[src/rtl/irqc_pkg.sv]
// Package: shared sizes, register offsets and reset values for the
// interrupt pending controller. Assumes byte offsets on a word bus.
package irqc_pkg;
    localparam int unsigned SRC_CNT  = 26;
    localparam int unsigned WORD_W   = 32;
    localparam int unsigned OFS_W    = 8;
    localparam int unsigned PRIO_CNT = 4;

    localparam logic [OFS_W-1:0] OFS_CTRL   = 8'h00;
    localparam logic [OFS_W-1:0] OFS_PEND   = 8'h04;
    localparam logic [OFS_W-1:0] OFS_MODE   = 8'h08;
    localparam logic [OFS_W-1:0] OFS_MASK   = 8'h0C;
    localparam logic [OFS_W-1:0] OFS_PRIO0  = 8'h10;
    localparam logic [OFS_W-1:0] OFS_SVC    = 8'h20;
    localparam logic [OFS_W-1:0] OFS_CLR_N  = 8'h24;
    localparam logic [OFS_W-1:0] OFS_CLR_F  = 8'h28;

    localparam logic [2:0] CTRL_RST = 3'b111;
    localparam logic [PRIO_CNT-1:0][WORD_W-1:0] PRIO_RST = {
        32'h0000001B, 32'h1B1B1B1B, 32'h00001F1B, 32'h1B1B1B1B
    };
endpackage

[src/rtl/irqc_pend_bank.sv]
// Module: sticky pending register. Sets bits from request levels when
// latching is enabled and clears bits selected by a clear strobe.
// Assumes requests are synchronous to clk. A set beats a clear of the
// same bit in the same cycle.
module irqc_pend_bank #(
    parameter int unsigned N_SRC = 26
) (
    input  logic             clk,
    input  logic             rst_n,
    input  logic [N_SRC-1:0] req,
    input  logic             latch_en,
    input  logic             clr_en,
    input  logic [N_SRC-1:0] clr_bits,
    output logic [N_SRC-1:0] pend
);
    logic [N_SRC-1:0] set_v;
    logic [N_SRC-1:0] keep_v;

    // Select the bits to set and the bits that survive this cycle.
    always_comb begin
        set_v  = latch_en ? req : '0;
        keep_v = clr_en ? (pend & ~clr_bits) : pend;
    end

    // Update the pending bits; a new request overrides a clear.
    always_ff @(posedge clk) begin
        if (!rst_n) pend <= '0;
        else        pend <= keep_v | set_v;
    end
endmodule

[src/rtl/irqc_route.sv]
// Module: masks pending sources and splits them by mode onto two
// registered active-low outputs. Assumes a mode bit of 1 selects the
// fast output.
module irqc_route #(
    parameter int unsigned N_SRC = 26
) (
    input  logic             clk,
    input  logic             rst_n,
    input  logic [N_SRC-1:0] pend,
    input  logic [N_SRC-1:0] mask,
    input  logic [N_SRC-1:0] mode,
    output logic             fiq_n,
    output logic             irq_n
);
    logic [N_SRC-1:0] live_v;

    // Keep only the sources that are pending and not masked.
    always_comb live_v = pend & ~mask;

    // Register both output lines from the live set.
    always_ff @(posedge clk) begin
        if (!rst_n) begin
            fiq_n <= 1'b1;
            irq_n <= 1'b1;
        end else begin
            fiq_n <= ~|(live_v & mode);
            irq_n <= ~|(live_v & ~mode);
        end
    end
endmodule

[src/rtl/irqc_lowest.sv]
// Module: one-hot pick of the lowest set bit of a vector, built as a
// ripple of "any lower bit set" terms. Purely combinational.
module irqc_lowest #(
    parameter int unsigned N_SRC = 26
) (
    input  logic [N_SRC-1:0] vec,
    output logic [N_SRC-1:0] pick
);
    logic [N_SRC:0] lower_any;

    assign lower_any[0] = 1'b0;

    // Each bit wins only when no lower bit is set.
    for (genvar i = 0; i < N_SRC; i++) begin : g_bit
        assign pick[i]        = vec[i] & ~lower_any[i];
        assign lower_any[i+1] = lower_any[i] | vec[i];
    end
endmodule

[src/rtl/irq_pend_ctrl.sv]
// Module: top of the interrupt pending controller. Holds the control,
// mode, mask and priority registers, decodes the bus and muxes read
// data. Assumes one access per cycle; reads are combinational.
module irq_pend_ctrl
    import irqc_pkg::*;
#(
    parameter int unsigned N_SRC  = SRC_CNT,
    parameter int unsigned DATA_W = WORD_W,
    parameter int unsigned ADDR_W = OFS_W
) (
    input  logic              clk,
    input  logic              rst_n,
    input  logic [N_SRC-1:0]  irq_src,
    input  logic [ADDR_W-1:0] bus_addr,
    input  logic              bus_we,
    input  logic [DATA_W-1:0] bus_wdata,
    output logic [DATA_W-1:0] bus_rdata,
    output logic              fiq_n,
    output logic              irq_n
);
    localparam int unsigned PAD_W = DATA_W - N_SRC;

    logic [2:0]                       ctrl_q;
    logic [N_SRC-1:0]                 mode_q;
    logic [N_SRC-1:0]                 mask_q;
    logic [N_SRC-1:0]                 pend_q;
    logic [N_SRC-1:0]                 svc_v;
    logic [PRIO_CNT-1:0][DATA_W-1:0]  prio_q;
    logic                             latch_en;
    logic                             clr_en;

    // Latching is allowed when either interrupt class is enabled.
    assign latch_en = ~ctrl_q[1] | ~ctrl_q[0];
    // Either clear offset retires pending bits.
    assign clr_en   = bus_we && (bus_addr == OFS_CLR_N || bus_addr == OFS_CLR_F);

    // Control, mode and mask registers.
    always_ff @(posedge clk) begin
        if (!rst_n) begin
            ctrl_q <= CTRL_RST;
            mode_q <= '0;
            mask_q <= '1;
        end else if (bus_we) begin
            if (bus_addr == OFS_CTRL) ctrl_q <= bus_wdata[2:0];
            if (bus_addr == OFS_MODE) mode_q <= bus_wdata[N_SRC-1:0];
            if (bus_addr == OFS_MASK) mask_q <= bus_wdata[N_SRC-1:0];
        end
    end

    // Priority words: plain storage at consecutive word offsets.
    for (genvar p = 0; p < PRIO_CNT; p++) begin : g_prio
        localparam logic [ADDR_W-1:0] P_OFS = OFS_PRIO0 + ADDR_W'(4 * p);
        always_ff @(posedge clk) begin
            if (!rst_n)                            prio_q[p] <= PRIO_RST[p];
            else if (bus_we && bus_addr == P_OFS)  prio_q[p] <= bus_wdata;
        end
    end

    irqc_pend_bank #(.N_SRC(N_SRC)) pend_i (
        .clk      (clk),
        .rst_n    (rst_n),
        .req      (irq_src),
        .latch_en (latch_en),
        .clr_en   (clr_en),
        .clr_bits (bus_wdata[N_SRC-1:0]),
        .pend     (pend_q)
    );

    irqc_route #(.N_SRC(N_SRC)) route_i (
        .clk   (clk),
        .rst_n (rst_n),
        .pend  (pend_q),
        .mask  (mask_q),
        .mode  (mode_q),
        .fiq_n (fiq_n),
        .irq_n (irq_n)
    );

    irqc_lowest #(.N_SRC(N_SRC)) low_i (
        .vec  (pend_q),
        .pick (svc_v)
    );

    // Read mux; unmapped offsets answer all ones.
    always_comb begin
        bus_rdata = '1;
        case (bus_addr)
            OFS_CTRL:           bus_rdata = {{(DATA_W-3){1'b0}}, ctrl_q};
            OFS_PEND:           bus_rdata = {{PAD_W{1'b0}}, pend_q};
            OFS_MODE:           bus_rdata = {{PAD_W{1'b0}}, mode_q};
            OFS_MASK:           bus_rdata = {{PAD_W{1'b0}}, mask_q};
            OFS_SVC:            bus_rdata = {{PAD_W{1'b0}}, svc_v};
            OFS_CLR_N, OFS_CLR_F: bus_rdata = '0;
            default: begin
                for (int p = 0; p < PRIO_CNT; p++) begin
                    if (bus_addr == OFS_PRIO0 + ADDR_W'(4 * p)) bus_rdata = prio_q[p];
                end
            end
        endcase
    end
endmodule

[config.mk]
export PLATFORM = sky130hd
export DESIGN_NAME = irq_pend_ctrl
export DESIGN_NICKNAME = d
export VERILOG_FILES = /design/src/rtl/irqc_pkg.sv /design/src/rtl/irqc_pend_bank.sv /design/src/rtl/irqc_route.sv /design/src/rtl/irqc_lowest.sv /design/src/rtl/irq_pend_ctrl.sv
export SDC_FILE = /design/constraint.sdc
export NUM_CORES = 1
export LEC_CHECK = 0
export BUFFER_PORTS_ARGS = -buffer_cell sky130_fd_sc_hd__buf_2
export CORE_MARGIN = 2
export CORE_UTILIZATION = 53
export CTS_CLUSTER_DIAMETER = 40
export DETAILED_ROUTE_END_ITERATION = 10
export GPL_ROUTABILITY_DRIVEN = 1
export PLACE_DENSITY = 0.78
export SYNTH_ARGS = -nofsm -noshare
export SYNTH_HDL_FRONTEND = slang
export SYNTH_SLANG_ARGS = --single-unit
[constraint.sdc]
create_clock -name clk -period 2.4 [get_ports clk]
set_clock_uncertainty 0.15 [all_clocks]
set_input_delay 0.36 -clock clk [delete_from_list [all_inputs] [get_ports clk]]
set_output_delay 0.36 -clock clk [all_outputs]
set_load 0.005 [all_outputs]
==> summary.txt, run 1 <==
CTS
  • Clock root buffer master: clkbuf_16
  • Clock Tree Buf Depth: 3
  • CTS Buf Count: 31
  • CTS tree: yes
  • CTS sink count: 211
  • Clk slew on worst S/H paths: 0.06 ns
  • H-tree depth: 1
  • Clock latency on the worst-skew pair: between 0.5 and 0.6 ns

Global routing
  • Initial antenna violation count: 0
  • Largest net degree at the start of global routing: 57
  • Gr usage total: between 30% and 40%
  • Vias in the first global route: a little over 10k
  • First-pass GRT wire length: between 50 and 60 mm
  • Grt total ovfl: 0

Logic synthesis
  • Synthesized instance count: about 1.3k
  • Library cells used by synthesis: between 50 and 60
  • Post-synth EDFFs: 0
  • Register area share after synthesis: a little over two fifths
  • #FFs+latches synth: approximately 210
  • Simple-gate share of the synthesized area: 31.5%
  • Xor/xnor share of the synthesized area: 0%
  • Mux cell area share after synthesis: 1.90%
  • Largest family of logic cells by synthesized area: simple AND/OR/NAND/NOR gates
  • Mapped Area: around 10000 um^2
  • Synth warn: 0
  • Asr flop ratio synth: 0%
  • Avg Inst Size Synth: ~7.8 um^2
  • Adder-cell share of the synthesized area: 0%
  • Post-synthesis compound-gate area fraction: between 20 and 25%
  • Syn_nets: around 1.3k
  • Primary FF master, synth: dfxtp_1

Setup path
  • Cell family with most CP delay: simple AND/OR/NAND/NOR gates
  • Critical path capture point type: primary output
  • Max FO, Critical Path: 7
  • Largest stage delay, worst path: between 0.3 and 0.4 ns
  • Req. time, crit path: around 1.9 ns
  • Crit-path cells: nor4_4 -> buf_4 -> nand4_1 -> buf_6 -> nor3_4 -> and4b_1 -> o21a_1 -> buf_2
  • Startpoint class of the critical path: register
  • Crit path buffers/inverters: 3
  • Stages on the worst setup path: 8
  • CP arrival: 2.35 ns
  • R2r setup slk: 0.52 ns
  • Reg2Reg Depth: 5
  • Slowest stage cell, crit path: dfxtp_2
  • Setup CP Type: reg -> out

Timing
  • Min Hold Slack: 0.0137 ns
  • Final period utilization: 119%
  • RSZ-0062 raised after global routing: true
  • FMAX: ~0.35 GHz
  • Final hold vios: 0
  • Worst-Margin Slew: ~0.51 ns
  • Fin. max-slew vios: 0
  • Worst slew margin relative to its limit: approximately two thirds
  • Final setup fails: 26
  • Setup TNS Final: -7.69 ns
  • Setup slack after layout: -0.460 ns
  • Min Tclk post-route: approximately 2.9 ns

Power and ir drop
  • Lkg Pwr: 5.23 nW
  • PwrDens: about 650 nW/um^2
  • Worst VDD drop: around 650 uV

Drt
  • Drc violations: 0
  • Vias: about 11k
  • Routed vias/inst: between 6 and 7
  • Total wire length: between 30 and 40 mm
  • Drt first pass iters: 6
  • 1st-iter DRT viols: between 1k and 1.5k
  • Post-DRT Antenna Nets: 0
  • WL/cell: 20.5 um

Placed design
  • Dpl hpwl: roughly 23 mm
  • GP Congestion: 0.991
  • PortBufs: about 100

Floorplanning
  • Die Width: approximately 140 um
  • Die Height: between 100 and 150 um
  • DIE AREA: 20000 um^2
  • Starting density of the core: a little over half
  • Num ports: slightly above 100
  • Core ar.: 18600 um^2
  • Row count: 50

Cells and area
  • FILL cells: around 1.4k
  • Multi-input gate area: 5670 um^2
  • Layout cells sized above 1: about a quarter
  • Antenna cells: 0
  • P&R area growth vs syn: 33.6%
  • Nets@finish: between 1.5k and 2k
  • Most common cell after layout, fill and taps aside: nand2_1
  • Register area: roughly 4200 um^2
  • Most frequent cells in the layout: nand2_1 (410), dfxtp_1 (204), buf_4 (109)

Run
  • Max-cap violations: 0

Hold path
  • Min-Delay Path Depth: 3
  • HP Class: in -> reg

Outcome
  • Failing checks: negative setup slack
  • Outcome: finished with violations
## synth_stat cells, drive strengths merged (2+ instances only)
| cell type | number | area [um^2] |
|---|---|---|
| a221o | 3 | 30.0 |
| a22o | 5 | 43.8 |
| nor3 | 16 | 101 |
| o22ai | 43 | 269 |
| nor2 | 19 | 76.3 |
| or4 | 4 | 30.0 |
| inv | 2 | 7.51 |
| o31ai | 3 | 22.5 |
| dfxtp | 211 | 4220 |
| mux2i | 19 | 190 |
| o22a | 6 | 52.6 |
| nand3 | 88 | 440 |
| and3 | 3 | 18.8 |
| nand3b | 30 | 225 |
| nand4 | 8 | 50.1 |
| o211ai | 2 | 15.0 |
| nand2 | 415 | 1560 |
| o221ai | 8 | 70.1 |
| or4b | 2 | 23.8 |
| nor2b | 29 | 181 |
| and4b | 2 | 20.0 |
| a21oi | 21 | 105 |
| a2bb2oi | 2 | 17.5 |
| clkbuf | 61 | 230 |
| o21a | 5 | 37.5 |
| a221oi | 6 | 52.6 |
| a22oi | 32 | 240 |
| a21boi | 113 | 848 |
| buf | 30 | 160 |
| nor4 | 15 | 115 |
| a211oi | 3 | 22.5 |
| nor3b | 26 | 195 |
| nor4b | 4 | 68.8 |
| o21ai | 34 | 170 |
## layout make-up
class,instances,share of cell area (%)
Clock buffer,39,6.40
Clock inverter,17,1.61
Inverter,2,0.0561
Multi-Input combinational cell,976,42.4
Sequential cell,211,31.7
Tap cell,234,2.19
Timing Repair Buffer,272,15.7
## where the power goes
group | switching (mW) | internal (mW) | leakage (nW) | total [mW]
clock | 1.68 | 2.95 | 0.525 | 4.64
sequential | 0.00456 | 3.51 | 1.71 | 3.51
combinational | 0.282 | 0.226 | 3.00 | 0.508
total | 1.97 | 6.69 | 5.23 | 8.66
## registers in the layout, summed over array words and instances, names as in the netlist
register	count
ctrl_q	3
mask_q	26
mode_q	26
pend_i.pend	26
prio_q	128
route_i.fiq_n	1
route_i.irq_n	1
## per-layer routing
layer  part of all wire [%]  global-route usage (%)  vias up
met1                     38                    43.6     5134
li1                       -                       -     4931
met5                      0                       0        -
met2                     46                    56.0      710
met4                    5.9                    18.9        0
met3                     11                    6.75      171
## through the flow
step           power [mW]  area, um^2  setup slack (ns)  instances  utilization [%]
6_report             8.66       13400            -0.460       1751             71.7
4_1_cts              8.65       13200            -0.379       1745             70.6
3_3_place_gp         4.01       11500            -0.166       1645             61.7
2_1_floorplan        3.78       10000            0.0178       1280                -
3_5_place_dp         4.01       11500            -0.150       1645             61.7
5_1_grt              8.84       13400            -0.509       1751             71.7
## worst paths after layout
check                      start            end
setup / recovery  pend_i.pend[1]  bus_rdata[22]
hold / removal     bus_wdata[21]    prio_q[117]
setup reg to reg  pend_i.pend[2]  route_i.fiq_n
hold reg to reg      prio_q[123]    prio_q[123]
## what timing repair did
item | 4_1_cts | 5_1_grt
gates resized for setup | 45 | 41
pin swaps | 17 | 15
setup buffers | 4 | 6
endpoints found under the hold margin | 72 | 0
hold buffers | 41 | 0
setup endpoints to repair | 32 | 32
## cell families (layout without fill, tap and decap cells)
logic type,Yosys count,count (layout)
simple gates,666,666
mux,19,19
buf+inv,93,330
flops,211,211
compound gates,291,291
## worst min-delay path, stage by stage
cell and delay [ns]:
buf_2 0.16, nand2_1 0.07, a21boi_0 0.06
No activity file was read; power rests on OpenSTA's default activity.
==> run 2, diff against run 1 <==
Settings changed: MAX_ROUTING_LAYER set to met4.
==> summary.txt, run 2 (synthesized netlist as in run 1, its figures left out) <==
Floorplanning
  • Starting density of the core: 53.7% (unchanged)
  • Row count: 50 (unchanged)
  • Die Width: 141 um (unchanged)
  • Die Height: 141 um (unchanged)
  • Num ports: 103 (unchanged)
  • Core ar.: 18600 um^2 (unchanged)
  • DIE AREA: 20000 um^2 (unchanged)

Timing
  • Setup slack after layout: -0.528 ns (-0.0688 ns)
  • Setup TNS Final: -9.91 ns (-2.22 ns)
  • Worst-Margin Slew: 0.542 ns (+0.0299 ns)
  • Final hold vios: 0 (unchanged)
  • Fin. max-slew vios: 0 (unchanged)
  • Worst slew margin relative to its limit: 63.8% (-2.0 points)
  • Final period utilization: 122% (+2.9 points)
  • Final setup fails: 25 (-3.8%)
  • Min Tclk post-route: 2.93 ns (+0.0688 ns)
  • RSZ-0062 raised after global routing: true
  • FMAX: 0.341 GHz (-2.4%)
  • Min Hold Slack: 0.0154 ns (+0.00170 ns)

CTS
  • Clock root buffer master: clkbuf_16
  • Clock latency on the worst-skew pair: 0.55 ns (about the same)
  • H-tree depth: 1 (unchanged)
  • CTS Buf Count: 30 (-3.2%)
  • Clock Tree Buf Depth: 3 (unchanged)
  • CTS tree: yes
  • CTS sink count: 211 (unchanged)
  • Clk slew on worst S/H paths: 0.06 ns (about the same)

Drt
  • Vias: 11.1k (+1.0%)
  • WL/cell: 20.8 um (+1.3%)
  • Drt first pass iters: 6 (unchanged)
  • Routed vias/inst: 6.30 (+0.79%)
  • DRT met1 WL: 14.1 mm (+3.4%)
  • Top sig layer: met4
  • Drc violations: 0 (unchanged)
  • 1st-iter DRT viols: 1479 (+20%)
  • Post-DRT Antenna Nets: 0 (unchanged)
  • Total wire length: 36.5 mm (+1.6%)
  • Routed met3 length: 3.71 mm (-1.9%)
  • Met2 routed WL: 16.7 mm (+1.9%)

Setup path
  • Req. time, crit path: 1.89 ns (about the same)
  • RR Startpoint: pend_i.pend[2]
  • Reg2Reg Depth: 5 (unchanged)
  • Reg2Reg Capture Point: route_i.fiq_n
  • Startpoint class of the critical path: register
  • Setup CP Type: reg -> out
  • R2r setup slk: 0.41 ns (-0.11 ns)
  • Max FO, Critical Path: 6 (-1)
  • Critical path capture point type: primary output
  • CP arrival: 2.42 ns (+0.07 ns)

Cells and area
  • Nets@finish: 1568 (+0.32%)
  • Layout cells sized above 1: 23.3% (-0.19 points)
  • Antenna cells: 0 (unchanged)
  • FILL cells: 1378 (+0.58%)
  • P&R area growth vs syn: 33.1%
  • Final Non-Filler Cells: 1755 (+0.23%)
  • Multi-input gate area: 5700 um^2 (+0.46%)
  • Max reg flops: 128 (unchanged)
  • Most common cell after layout, fill and taps aside: nand2_1
  • Design area: 13300 um^2 (-0.37%)
  • Most flops, register: prio_q
  • Most frequent cells in the layout: nand2_1 (409), dfxtp_1 (208), buf_4 (117)
  • Register area: 4230 um^2 (-0.12%)
  • Utilization after layout: 71.5% (-0.27 points)

Global routing
  • Gr usage total: 36.0% (+1.4 points)
  • Grt total ovfl: 0 (unchanged)
  • Largest net degree at the start of global routing: 50 (-12%)
  • Vias in the first global route: 10.4k (+1.2%)
  • Initial antenna violation count: 0 (unchanged)
  • First-pass GRT wire length: 55.7 mm (+1.4%)

Hold path
  • HP Class: in -> reg
  • Hold EP: mask_q[22]
  • Min-Delay Path Depth: 3 (unchanged)
  • Hold_sp: bus_wdata[22]

Power and ir drop
  • Lkg Pwr: 5.22 nW (-0.24%)
  • Worst VDD drop: 551 uV (-16%)
  • PwrDens: 626 nW/um^2 (-3.3%)
  • Post-route total power: 8.35 mW (-3.7%)

Outcome
  • Failing checks: negative setup slack
  • Outcome: finished with violations

Placed design
  • PortBufs: 102 (unchanged)
  • Post-Place Cells: 1656 (+0.67%)
  • Dpl ws: -0.142 ns (+0.00850 ns)
  • Dpl hpwl: 23.6 mm (+1.8%)
  • Placed Area: 11600 um^2 (+0.50%)
  • GP Congestion: 0.953 (-3.8%)

Run
  • Max-cap violations: 0 (unchanged)
==> run 2: changes by cell type in the layout (fill, tap and decap cells not counted), sizes merged <==
cell and change:
buf +9, clkinv +3, bufinv -2, dlygate4sd3 -2, clkbuf -4
==> run 2: cell type report <==
type	count	share of cell area [%]
Clock buffer	36	6.04
Clock inverter	18	1.36
Inverter	2	0.0564
Multi-Input combinational cell	976	42.8
Sequential cell	211	31.8
Tap cell	234	2.20
Timing Repair Buffer	278	15.8
==> run 2: worst max path at each step <==
stage,slack (ns),startpoint,end
finish,-0.53,pend_i.pend[0],bus_rdata[22]
global route,-0.57,pend_i.pend[0],bus_rdata[22]
CTS,-0.40,pend_i.pend[1],bus_rdata[22]
detailed placement,-0.14,bus_addr[2],bus_rdata[16]
global placement,-0.15,bus_addr[7],bus_rdata[23]
floorplan,0.02,bus_addr[1],bus_rdata[12]
==> run 2: repair_timing <==
action / in CTS / in global routing
endpoints found under the setup margin: 32 / 32
hold endpoints to repair: 59 / 0
pin swaps: 19 / 21
setup buffers: 4 / 3
gates resized for setup: 49 / 37
hold buffers: 39 / 0
==> run 2: metal layers <==
metal  vias up  track usage, %
met5         -               -
met4         0            16.8
met3       182            6.34
met2       732            56.8
met1      5202            45.0
li1       4942               -
==> run 2: worst max-delay path, cell delays in order (launching register included) <==
cell,delay (ns)
dfxtp_4,0.36
nor4_4,0.32
buf_4,0.20
nand4_1,0.11
buf_6,0.19
nor3_4,0.23
and4b_1,0.23
o21a_1,0.12
buf_2,0.11
==> run 2: report_power, final <==
part | internal [mW] | switching (mW) | leakage, nW
Combinational | 0.229 | 0.290 | 3.03
Sequential | 3.51 | 0.00442 | 1.70
Clock | 2.62 | 1.69 | 0.482
==> run 3, diff against run 2 <==
Settings changed: CORE_UTILIZATION 53 to 55, CTS_BUF_LIST set to sky130_fd_sc_hd__clkbuf_4, PLACE_DENSITY 0.78 to 0.8.
==> summary.txt, run 3 (synthesized netlist as in run 1, its figures left out) <==
Placed design
  • Placed Area: 11500 um^2 (-0.48%)
  • Dpl hpwl: 22.7 mm (-3.7%)
  • Post-Place Cells: 1637 (-1.1%)
  • PortBufs: 102 (unchanged)
  • Dpl ws: -0.233 ns (-0.0912 ns)
  • GP Congestion: 1.02 (+7.5%)

Timing
  • Min Tclk post-route: 3.13 ns (+0.203 ns)
  • RSZ-0062 raised after global routing: true
  • Setup TNS Final: -15.22 ns (-5.31 ns)
  • Min Hold Slack: 0.0848 ns (+0.0693 ns)
  • Fin. max-slew vios: 0 (unchanged)
  • Final period utilization: 130% (+8.5 points)
  • Worst slew margin relative to its limit: 42.4% (-21 points)
  • Final setup fails: 32 (+28%)
  • Final hold vios: 0 (unchanged)
  • FMAX: 0.319 GHz (-6.5%)
  • Worst-Margin Slew: 0.863 ns (+0.320 ns)
  • Setup slack after layout: -0.731 ns (-0.203 ns)

Floorplanning
  • DIE AREA: 19300 um^2 (-3.5%)
  • Core ar.: 17900 um^2 (-4.0%)
  • Die Width: 139 um (-1.8%)
  • Die Height: 139 um (-1.8%)
  • Num ports: 103 (unchanged)
  • Row count: 49 (-2.0%)
  • Starting density of the core: 55.9% (+2.2 points)

Global routing
  • Vias in the first global route: 11.0k (+5.8%)
  • First-pass GRT wire length: 57.4 mm (+3.1%)
  • Initial antenna violation count: 1 (+1)
  • Gr usage total: 37.9% (+2.0 points)
  • Grt total ovfl: 0 (unchanged)
  • Largest net degree at the start of global routing: 134 (+170%)

Cells and area
  • Nets@finish: 1624 (+3.6%)
  • Max reg flops: 128 (unchanged)
  • Design area: 13300 um^2 (-0.38%)
  • Most flops, register: prio_q
  • Most frequent cells in the layout: nand2_1 (414), dfxtp_1 (206), buf_4 (102)
  • Utilization after layout: 74.1% (+2.7 points)
  • Most common cell after layout, fill and taps aside: nand2_1
  • Layout cells sized above 1: 22.8% (-0.48 points)
  • FILL cells: 1284 (-6.8%)
  • P&R area growth vs syn: 32.6%
  • Final Non-Filler Cells: 1814 (+3.4%)

Outcome
  • Outcome: finished with violations
  • Failing checks: negative setup slack

Drt
  • Total wire length: 36.8 mm (+0.70%)
  • Vias: 11.4k (+3.1%)
  • Post-DRT Antenna Nets: 0 (unchanged)
  • Drc violations: 0 (unchanged)
  • WL/cell: 20.3 um (-2.6%)
  • Routed vias/inst: 6.29 (-0.25%)
  • Drt first pass iters: 5 (-1)
  • 1st-iter DRT viols: 1742 (+18%)

Setup path
  • Max FO, Critical Path: 7 (+1)
  • Critical path capture point type: primary output
  • Setup CP Type: reg -> out
  • CP arrival: 2.62 ns (+0.20 ns)
  • Startpoint class of the critical path: register
  • Req. time, crit path: 1.89 ns (about the same)

CTS
  • CTS Buf Count: 54 (+80%)
  • CTS sink count: 211 (unchanged)
  • Clock Tree Buf Depth: 3 (unchanged)
  • Clk slew on worst S/H paths: 0.07 ns (about the same)
  • Clock root buffer master: clkbuf_4
  • CTS tree: yes
  • H-tree depth: 2 (+1)
  • Clock latency on the worst-skew pair: 0.70 ns (+0.15 ns)

Power and ir drop
  • PwrDens: 524 nW/um^2 (-16%)
  • Post-route total power: 6.95 mW (-17%)
  • Lkg Pwr: 5.15 nW (-1.4%)
  • Worst VDD drop: 357 uV (-35%)

Hold path
  • HP Class: in -> reg

Run
  • Max-cap violations: 0 (unchanged)
==> run 3: timing repair <==
item,in CTS,in global routing
gates cloned,0,0
hold buffers,84,0
pin swaps,21,9
endpoints found under the setup margin,32,32
buffers inserted,8,1
resized for setup,50,14
endpoints found under the hold margin,209,0
==> run 3: worst paths after layout <==
path	from	to	slack [ns]	depth (start not counted)
setup / recovery	pend_i.pend[0]	bus_rdata[25]	-0.73	9
hold / removal	bus_we	ctrl_q[1]	0.08	4
setup reg to reg	pend_i.pend[2]	route_i.fiq_n	0.38	5
hold reg to reg	prio_q[101]	prio_q[101]	0.31	2
==> run 3: layout make-up <==
cell class	count	area, um^2	area share [%]
timing repair buffer	310	2500	18.9
clock buffer	79	593	4.47
sequential	211	4230	31.9
multi-input combinational	976	5620	42.3
tap	229	287	2.16
inverter	2	7.51	0.0566
antenna	1	2.50	0.0189
clock inverter	6	28.8	0.217
==> run 3: worst max-delay path, cell delays in order, from the launching register on <==
cell,delay [ns]
dfxtp_2,0.34
nor4_2,0.32
buf_4,0.20
nand4_1,0.15
buf_6,0.20
buf_4,0.14
nor3_4,0.13
nand3b_1,0.14
a21boi_2,0.17
buf_2,0.13
==> run 3: power by group <==
group / switching [mW] / total (mW) / internal (mW)
logic: 0.287 / 0.527 / 0.240
registers: 0.00457 / 3.51 / 3.51
clock network: 1.43 / 2.91 / 1.48
total: 1.72 / 6.95 / 5.23
==> run 3: metal layers <==
| layer | routed length (um) | global-route usage (%) | vias to the layer above |
|---|---|---|---|
| li1 | - | - | 5077 |
| met1 | 13300 | 45.5 | 5302 |
| met2 | 16700 | 58.5 | 829 |
| met3 | 4620 | 8.84 | 193 |
| met4 | 2110 | 22.1 | 0 |
| met5 | 0 | - | - |
